$ cat src/rtl/sm_add_pkg.sv
package sm_add_pkg;
    localparam int unsigned SM_DEFAULT_W = 6;

    typedef enum logic [1:0] {
        FIT_OK   = 2'b00,
        FIT_HIGH = 2'b01,
        FIT_LOW  = 2'b10
    } fit_e;
endpackage

$ cat src/rtl/sm_to_tc.sv
module sm_to_tc #(
    parameter int unsigned N = 6
) (
    input  logic [N-1:0] sm_in,
    output logic [N:0]   tc_out
);
    localparam int unsigned WW = N + 1;

    logic [WW-1:0] mag_ext;

    always_comb begin
        mag_ext = {2'b00, sm_in[N-2:0]};
        if (sm_in[N-1]) begin
            tc_out = ~mag_ext + {{(WW-1){1'b0}}, 1'b1};
        end else begin
            tc_out = mag_ext;
        end
    end
endmodule

$ cat src/rtl/tc_to_sm.sv
module tc_to_sm
    import sm_add_pkg::*;
#(
    parameter int unsigned N = 6
) (
    input  logic [N:0]   wide_in,
    output logic [N-1:0] sm_out,
    output logic         hi_flag,
    output logic         lo_flag,
    output logic         any_flag
);
    localparam int unsigned MW = N - 1;
    localparam logic [MW-1:0] MAG_MAX = {MW{1'b1}};
    localparam logic [N:0]    MOST_NEG = {2'b11, {MW{1'b0}}};

    fit_e          fit;
    logic          at_min;
    logic [MW-1:0] mag;

    always_comb begin
        at_min = (wide_in == MOST_NEG);
        unique case (wide_in[N:N-1])
            2'b01:   fit = FIT_HIGH;
            2'b10:   fit = FIT_LOW;
            default: fit = at_min ? FIT_LOW : FIT_OK;
        endcase

        any_flag = (wide_in[N] ^ wide_in[N-1]) | at_min;
        hi_flag  = (fit == FIT_HIGH);
        lo_flag  = (fit == FIT_LOW);

        if (wide_in[N-1]) begin
            mag = ~wide_in[MW-1:0] + {{(MW-1){1'b0}}, 1'b1};
        end else begin
            mag = wide_in[MW-1:0];
        end

        unique case (fit)
            FIT_HIGH: sm_out = {1'b0, MAG_MAX};
            FIT_LOW:  sm_out = {1'b1, MAG_MAX};
            default:  sm_out = {(wide_in[N-1] && (mag != '0)), mag};
        endcase
    end
endmodule

$ cat src/rtl/sm_adder.sv
module sm_adder #(
    parameter int unsigned N          = sm_add_pkg::SM_DEFAULT_W,
    parameter bit          REGISTERED = 1'b1
) (
    input  logic         clk,
    input  logic         rst_n,
    input  logic         in_valid,
    input  logic [N-1:0] a_sm,
    input  logic [N-1:0] b_sm,
    output logic         out_valid,
    output logic [N-1:0] sum_sm,
    output logic         ovf,
    output logic         pos_ovf,
    output logic         neg_ovf
);
    localparam int unsigned WW = N + 1;

    typedef struct packed {
        logic         vld;
        logic [N-1:0] sum;
        logic         hi;
        logic         lo;
        logic         any;
    } res_t;

    logic [WW-1:0] a_tc, b_tc, wide_sum;
    logic [N-1:0]  conv_sm;
    logic          conv_hi, conv_lo, conv_any;
    res_t          res_d;
    res_t          res_out;

    sm_to_tc #(.N(N)) u_cvt_a (.sm_in(a_sm), .tc_out(a_tc));
    sm_to_tc #(.N(N)) u_cvt_b (.sm_in(b_sm), .tc_out(b_tc));

    assign wide_sum = a_tc + b_tc;

    tc_to_sm #(.N(N)) u_back (
        .wide_in (wide_sum),
        .sm_out  (conv_sm),
        .hi_flag (conv_hi),
        .lo_flag (conv_lo),
        .any_flag(conv_any)
    );

    always_comb begin
        res_d.vld = in_valid;
        res_d.sum = conv_sm;
        res_d.hi  = conv_hi;
        res_d.lo  = conv_lo;
        res_d.any = conv_any;
    end

    generate
        if (REGISTERED) begin : g_reg
            res_t res_q;
            always_ff @(posedge clk or negedge rst_n) begin
                if (!rst_n) begin
                    res_q <= '0;
                end else begin
                    res_q.vld <= res_d.vld;
                    if (res_d.vld) begin
                        res_q.sum <= res_d.sum;
                        res_q.hi  <= res_d.hi;
                        res_q.lo  <= res_d.lo;
                        res_q.any <= res_d.any;
                    end
                end
            end
            assign res_out = res_q;
        end else begin : g_comb
            assign res_out = res_d;
        end
    endgenerate

    assign out_valid = res_out.vld;
    assign sum_sm    = res_out.sum;
    assign pos_ovf   = res_out.hi;
    assign neg_ovf   = res_out.lo;
    assign ovf       = res_out.any;
endmodule

$ cat config.mk
export PLATFORM = sky130hd
export DESIGN_NAME = sm_adder
export DESIGN_NICKNAME = d
export VERILOG_FILES = /design/src/rtl/sm_add_pkg.sv /design/src/rtl/sm_to_tc.sv /design/src/rtl/tc_to_sm.sv /design/src/rtl/sm_adder.sv
export SDC_FILE = /design/constraint.sdc
export NUM_CORES = 1
export LEC_CHECK = 0
export ABC_AREA = 1
export BUFFER_PORTS_ARGS = -buffer_cell sky130_fd_sc_hd__buf_2
export CORE_MARGIN = 8
export CORE_UTILIZATION = 40
export CTS_BUF_LIST = sky130_fd_sc_hd__clkbuf_4
export DETAILED_ROUTE_END_ITERATION = 6
export PLACE_DENSITY = 0.65
export SYNTH_ARGS = -nofsm -noshare
export SYNTH_HDL_FRONTEND = slang
export SYNTH_HIERARCHICAL = 1
export SYNTH_SLANG_ARGS = --single-unit
$ cat constraint.sdc
create_clock -name clk -period 1.7 [get_ports clk]
set_input_delay 0.085 -clock clk [delete_from_list [all_inputs] [get_ports clk]]
set_output_delay 0.085 -clock clk [all_outputs]
set_load 0.005 [all_outputs]
Word-level counts from Yosys, hierarchy flattened. Cells that the tools add are included.

Bits in registers: 10. Input port bits: 15. Output and inout port bits: 10. Word-level logic and storage cells: 27.

Add/subtract/negate cells: 4. Equal/unequal tests: 5. Multiplexer cells: 6. Bitwise gates (word level): 5. Reduce and logical (&&, ||, !) cells: 2.

Operators by type and width (count): $add A7 B1 Y7 const B (2); $mux W7 (2); $not A5 Y7 (2); $pmux W6 S2 (1); $add A7 B7 Y7 (1); $eq A7 B7 Y1 const B (1); $add A5 B1 Y5 const B (1); $mux W5 (1); $not A5 Y5 (1); $reduce_bool A5 Y1 (1); $eq A2 B1 Y1 const B (2); $eq A2 B2 Y1 const B (2); $pmux W2 S2 (1); $mux W2 (1); $logic_and A1 B1 Y1 (1); $or A1 B1 Y1 (1); $xor A1 B1 Y1 (1).

Logic depth before layout (Yosys ltp).
Depth in word-level cells: 10. Mapped depth: 24. Depth with buffers taken out: 23.

Hierarchy. Netlist, hierarchy kept.

Modules (own cells, without submodules): sm_adder (times used 1, cells an instance 74, area an instance 704.4 µm², sequential area each 250.2 µm²); tc_to_sm (times used 1, cells an instance 43, area an instance 264.0 µm², sequential area each 0.0 µm²); sm_to_tc (times used 2, cells an instance 27, area an instance 131.4 µm², sequential area each 0.0 µm²).

Worst setup path before layout. No wires, ideal clock.

Path kind: input port to flip-flop. Start point: in a_sm[0]. End point: reg g_reg.res_q, in the netlist sum_sm[1]. Setup time: 0.125 ns. Arrival: 2.740 ns. Required time: 1.575 ns. Slack: -1.165 ns. Cell stages on the path: 20. Path buffers: 1. Path through: inv_1 > ha_1 > nand2_1 > nand3_1 > nand2_1 > inv_1 > ha_1 > a21oi_1 > nand3_1 > nand2_1 > buf_4 > inv_1 > ha_1 > o21ai_2 > o21ai_2 > ha_1 > inv_1 > a21oi_1 > o21ai_0 > mux2_4.

Longest elaborated chain between the ends: 9. Elaborated cells on any way between the ends: 15. Those cells by class: 3 x add/sub; 5 x eq/ne; 5 x mux; 2 x bitwise.

Ends and longest elaborated chain: start, declared (RTL line sm_adder.sv:8) `input logic [N-1:0] a_sm,`; $not A5 Y7 * (RTL line sm_to_tc.sv:14) `tc_out = ~mag_ext + {{(WW-1){1'b0}}, 1'b1};`; $add A7 B1 Y7 * (RTL line sm_to_tc.sv:14); $mux W7 * (RTL line sm_to_tc.sv:13) `if (sm_in[N-1]) begin`; net a_tc[4] (RTL line sm_adder.sv:26) `logic [WW-1:0] a_tc, b_tc, wide_sum;`; $add A7 B7 Y7 * (RTL line sm_adder.sv:35) `assign wide_sum = a_tc + b_tc;`; net wide_sum[5] (RTL line sm_adder.sv:26); $eq A7 B7 Y1 (RTL line tc_to_sm.sv:21) `at_min = (wide_in == MOST_NEG);`; $mux W2 (RTL line tc_to_sm.sv:25) `default: fit = at_min ? FIT_LOW : FIT_OK;`; $pmux W2 S2 (RTL line tc_to_sm.sv:22) `unique case (wide_in[N:N-1])`; $eq A2 B2 Y1 or $eq A2 B1 Y1 (tied branches) (RTL line tc_to_sm.sv:38) `unique case (fit)`; $pmux W6 S2 * (RTL line tc_to_sm.sv:38); net conv_sm[1] (RTL line sm_adder.sv:27) `logic [N-1:0] conv_sm;`; end, declared (RTL line sm_adder.sv:55) `res_t res_q;`.

The timed path passes the listed nets; every way through them passes the cells marked *. A chain may end at the register's enable or synchronous reset.

Final worst setup path.
Start point: in a_sm[0]. End point: reg g_reg.res_q, in the netlist sum_sm[1].

Longest elaborated chain between the ends: 9. Elaborated cells on any way between the ends: 15. Those cells by class: 3 x add/sub; 5 x eq/ne; 5 x mux; 2 x bitwise.

Ends and longest elaborated chain (RTL line): $not A5 Y7 * (sm_to_tc.sv:14); $add A7 B1 Y7 * (sm_to_tc.sv:14); $mux W7 * (sm_to_tc.sv:13); net a_tc[2] (sm_adder.sv:26); $add A7 B7 Y7 * (sm_adder.sv:35); net wide_sum[3] (sm_adder.sv:26); $eq A7 B7 Y1 * (tc_to_sm.sv:21); $mux W2 * (tc_to_sm.sv:25); $pmux W2 S2 * (tc_to_sm.sv:22); $eq A2 B2 Y1 or $eq A2 B1 Y1 (tied branches) (tc_to_sm.sv:38); $pmux W6 S2 * (tc_to_sm.sv:38); net conv_sm[1] (sm_adder.sv:27).

Marks and branches as above.

==> flow_metrics.tcl <==
set metrics [dict create \
    finalClockSkew_ns 0 \
    starting_density_pct 41.0 \
    cts-root-buf "sky130_fd_sc_hd__clkbuf_4" \
    port_buffers 24 \
    multiInputGateArea_um2 1030 \
    timing_max_transition_violations_final 0 \
    n_antenna_cell 0 \
    failed_checks "negative setup slack" \
    fin_worst_hold_slack_ns 0.115 \
    die_area_um2 5110 \
    total_negative_slack_ns -5.98 \
    fillCellCount 261 \
    syn_area_um2 1230 \
    first_global_vias 1290 \
    postRouteAntennaNets 0 \
    syn2layout_area_growth_pct 59.7 \
    core.rowCount 20 \
    global_router_s_overall_resource_usage_pct 11.8 \
    leakage_nw 1.04 \
    routed_wire_length_per_instance_um 11.7 \
    hold_depth 1 \
    r2r_setup_slack_ns 0.93 \
    synth-warning-count 6 \
    worst_pin_slew_ns 0.294 \
    synth.yosys.seq_area_share_pct 20.3 \
    place_congestion 0.785 \
    fin_nets 263 \
    timing.final.ws_setup_ns -0.751 \
    iter_0_drt_violations 19 \
    final.period_utilization_pct 144 \
    route.detailed.drc 0 \
    relSlewSlack_pct 80.4 \
    syn_inst 171 \
    highest_net_fanout_along_the_worst_path 4 \
    via_count 1287 \
    grt-ovfl-total 0 \
    layout.cell_area.non_filler_um2 1970 \
    postPlaceCellArea_um2 1710 \
    timing_worst_setup_path_type "input pin to flop" \
    critical_path.startpoint_type "input pin" \
    clk_latency_worst_skew_pair_ns 0.25 \
    chipWidth_um 71.5 \
    place.detailed.instances 256 \
    timing.hold.worst.class "input pin to flop" \
    drt-pass1-iter-count 4 \
    timing.final.hold_violations 0 \
    core-area_um2 3000 \
    layout-drive-gt1-share_pct 58.2 \
    die_y_um 71.5 \
    post_drt_via_cell_ratio 4.86 \
    cp_data_arrival_time_ns 2.58 \
    grt_pass1_wl_um 5090 \
    cts.path.max_buffers 2 \
    cts-htree-levels 1 \
    synth.avg_cell_area_um2 7.20 \
    status "finished, violations left" \
    yosys.area.top_type_share_pct 20.3 \
    synthDominantAreaCellType "sky130_fd_sc_hd__dfrtp_1" \
    setup-violations-final 9 \
    path_clk_slew_ns 0.05 \
    layout.cells.non_filler 265 \
    yosys.cell_types.count 23 \
    ys_seq_elements 10 \
    ir_worst_vdd_uv 295 \
    ios 25 \
    totalWireLength_um 3110 \
    ys_top_cells_by_area "sky130_fd_sc_hd__dfrtp_1, sky130_fd_sc_hd__nand2_1, sky130_fd_sc_hd__ha_1, sky130_fd_sc_hd__mux2_4, sky130_fd_sc_hd__inv_1" \
    cts_sinks 10 \
    cts_inserted_buffers 3 \
    timing.critical_path.to_type "flop" \
    worst_r2r_path_depth 1 \
    final_period_minus_worst_setup_slack_ns 2.45 \
    p_per_area_nw_per_um2 1020 \
    rsz0062_at_grt "yes" \
    cp.required_ns 1.83 \
    timing_limited_maximum_frequency_ghz 0.408 \
    regArea_um2 250 \
    cap_viol_max_count 0 \
    hpwl_reported_at_the_end_of_detailed_placement_um 2510 \
    antenna_found_initial 0 \
    synth.net_count 200 \
    grt_start_max_net_pins 11 \
    tritoncts_clock_tree "yes" \
]
[Yosys cell counts (all sizes together)]
master,count
inv,35
buf,4
mux2,9
xor2,3
dfrtp,10
nor3,2
a21oi,7
nand3,15
xnor2,3
o21ai,6
nor2,11
nand2,48
ha,13
o21bai,1
nand3b,3
fa,1
[final timing paths]
path | from | to
setup / recovery | a_sm[0] | sum_sm[1]
hold / removal | in_valid | out_valid
setup reg to reg | pos_ovf | pos_ovf
hold reg to reg | sum_sm[0] | sum_sm[0]
max in group asynchronous | rst_n | sum_sm[3]
min in group asynchronous | rst_n | pos_ovf
[area by class of cell]
| cell class | instances | share of cell area (%) |
|---|---|---|
| timing repair buffer | 62 | 23.4 |
| multi-input combinational | 122 | 52.4 |
| inverter | 35 | 8.21 |
| clock buffer | 3 | 1.15 |
| sequential | 10 | 12.7 |
| tap | 33 | 2.10 |
[placed cells by master (no fill, tap or decap), types with 9 or more instances in the layout]
cell type	netlist	final
sky130_fd_sc_hd__nand2_1	46	34
sky130_fd_sc_hd__buf_4	3	34
sky130_fd_sc_hd__inv_1	31	21
sky130_fd_sc_hd__buf_2	0	20
sky130_fd_sc_hd__nand2_2	2	13
sky130_fd_sc_hd__dfrtp_1	10	10
sky130_fd_sc_hd__inv_2	4	9
sky130_fd_sc_hd__nand3_2	3	9
sky130_fd_sc_hd__mux2_4	9	9
[report_power, final]
part           internal, mW  switching (mW)  total [mW]
clock network        0.0807          0.0625       0.143
registers             0.337          0.0491       0.386
logic                 0.835           0.632        1.47
[flip-flops by register name (all words and copies together) (netlist names)]
register,count
neg_ovf,1
pos_ovf,1
out_valid,1
ovf,1
sum_sm,6
[per-stage QoR]
stage | utilization, % | total power [mW] | worst slack, ns
after floorplan | - | 1.13 | -0.841
after global placement | 56.8 | 1.58 | -1.11
after detailed placement | 56.8 | 1.62 | -1.23
after CTS | 61.8 | 1.93 | -0.765
after global routing | 65.5 | 2.17 | -0.924
final | 65.5 | 2.00 | -0.751
[cells by family after synthesis]
| group | share of synthesized area (%) |
|---|---|
| fa+ha+maj | 14.8 |
| flops | 20.3 |
| buf+inv | 13.4 |
| xor+xnor | 4.88 |
| mux | 11.0 |
| simple gates | 28.8 |
| compound gates | 6.81 |
[what timing repair did]
action                                  4_1_cts  5_1_grt
resized for setup                            23       24
pin swaps                                    11       10
endpoints found under the setup margin        9        9
setup buffers                                 5        1
hold buffers                                  1        0
hold endpoints to repair                     10        0
[worst max-delay path: stages]
cell,delay (ns)
sky130_fd_sc_hd__buf_8,0.10
sky130_fd_sc_hd__inv_4,0.05
sky130_fd_sc_hd__ha_4,0.15
sky130_fd_sc_hd__nor2_2,0.04
sky130_fd_sc_hd__xor2_1,0.15
sky130_fd_sc_hd__ha_1,0.32
sky130_fd_sc_hd__inv_1,0.06
sky130_fd_sc_hd__nand2_2,0.08
sky130_fd_sc_hd__buf_4,0.10
sky130_fd_sc_hd__nand2_1,0.05
sky130_fd_sc_hd__xor2_1,0.15
sky130_fd_sc_hd__nor2_1,0.13
sky130_fd_sc_hd__nand2_2,0.11
sky130_fd_sc_hd__o21ai_4,0.18
sky130_fd_sc_hd__o21ai_4,0.09
sky130_fd_sc_hd__ha_4,0.29
sky130_fd_sc_hd__inv_2,0.04
sky130_fd_sc_hd__a21oi_2,0.08
sky130_fd_sc_hd__o21ai_1,0.07
sky130_fd_sc_hd__mux2_4,0.26
[per-layer routing]
| metal | global-route usage [%] | part of all wire [%] | vias to the layer above |
|---|---|---|---|
| li1 | - | - | 658 |
| met3 | 1.26 | 3.1 | 4 |
| met2 | 26.0 | 60 | 22 |
| met1 | 10.6 | 36 | 603 |
| met4 | 3.40 | 1.4 | 0 |
| met5 | 0 | 0 | - |
No activity file was read; power rests on OpenSTA's default activity.
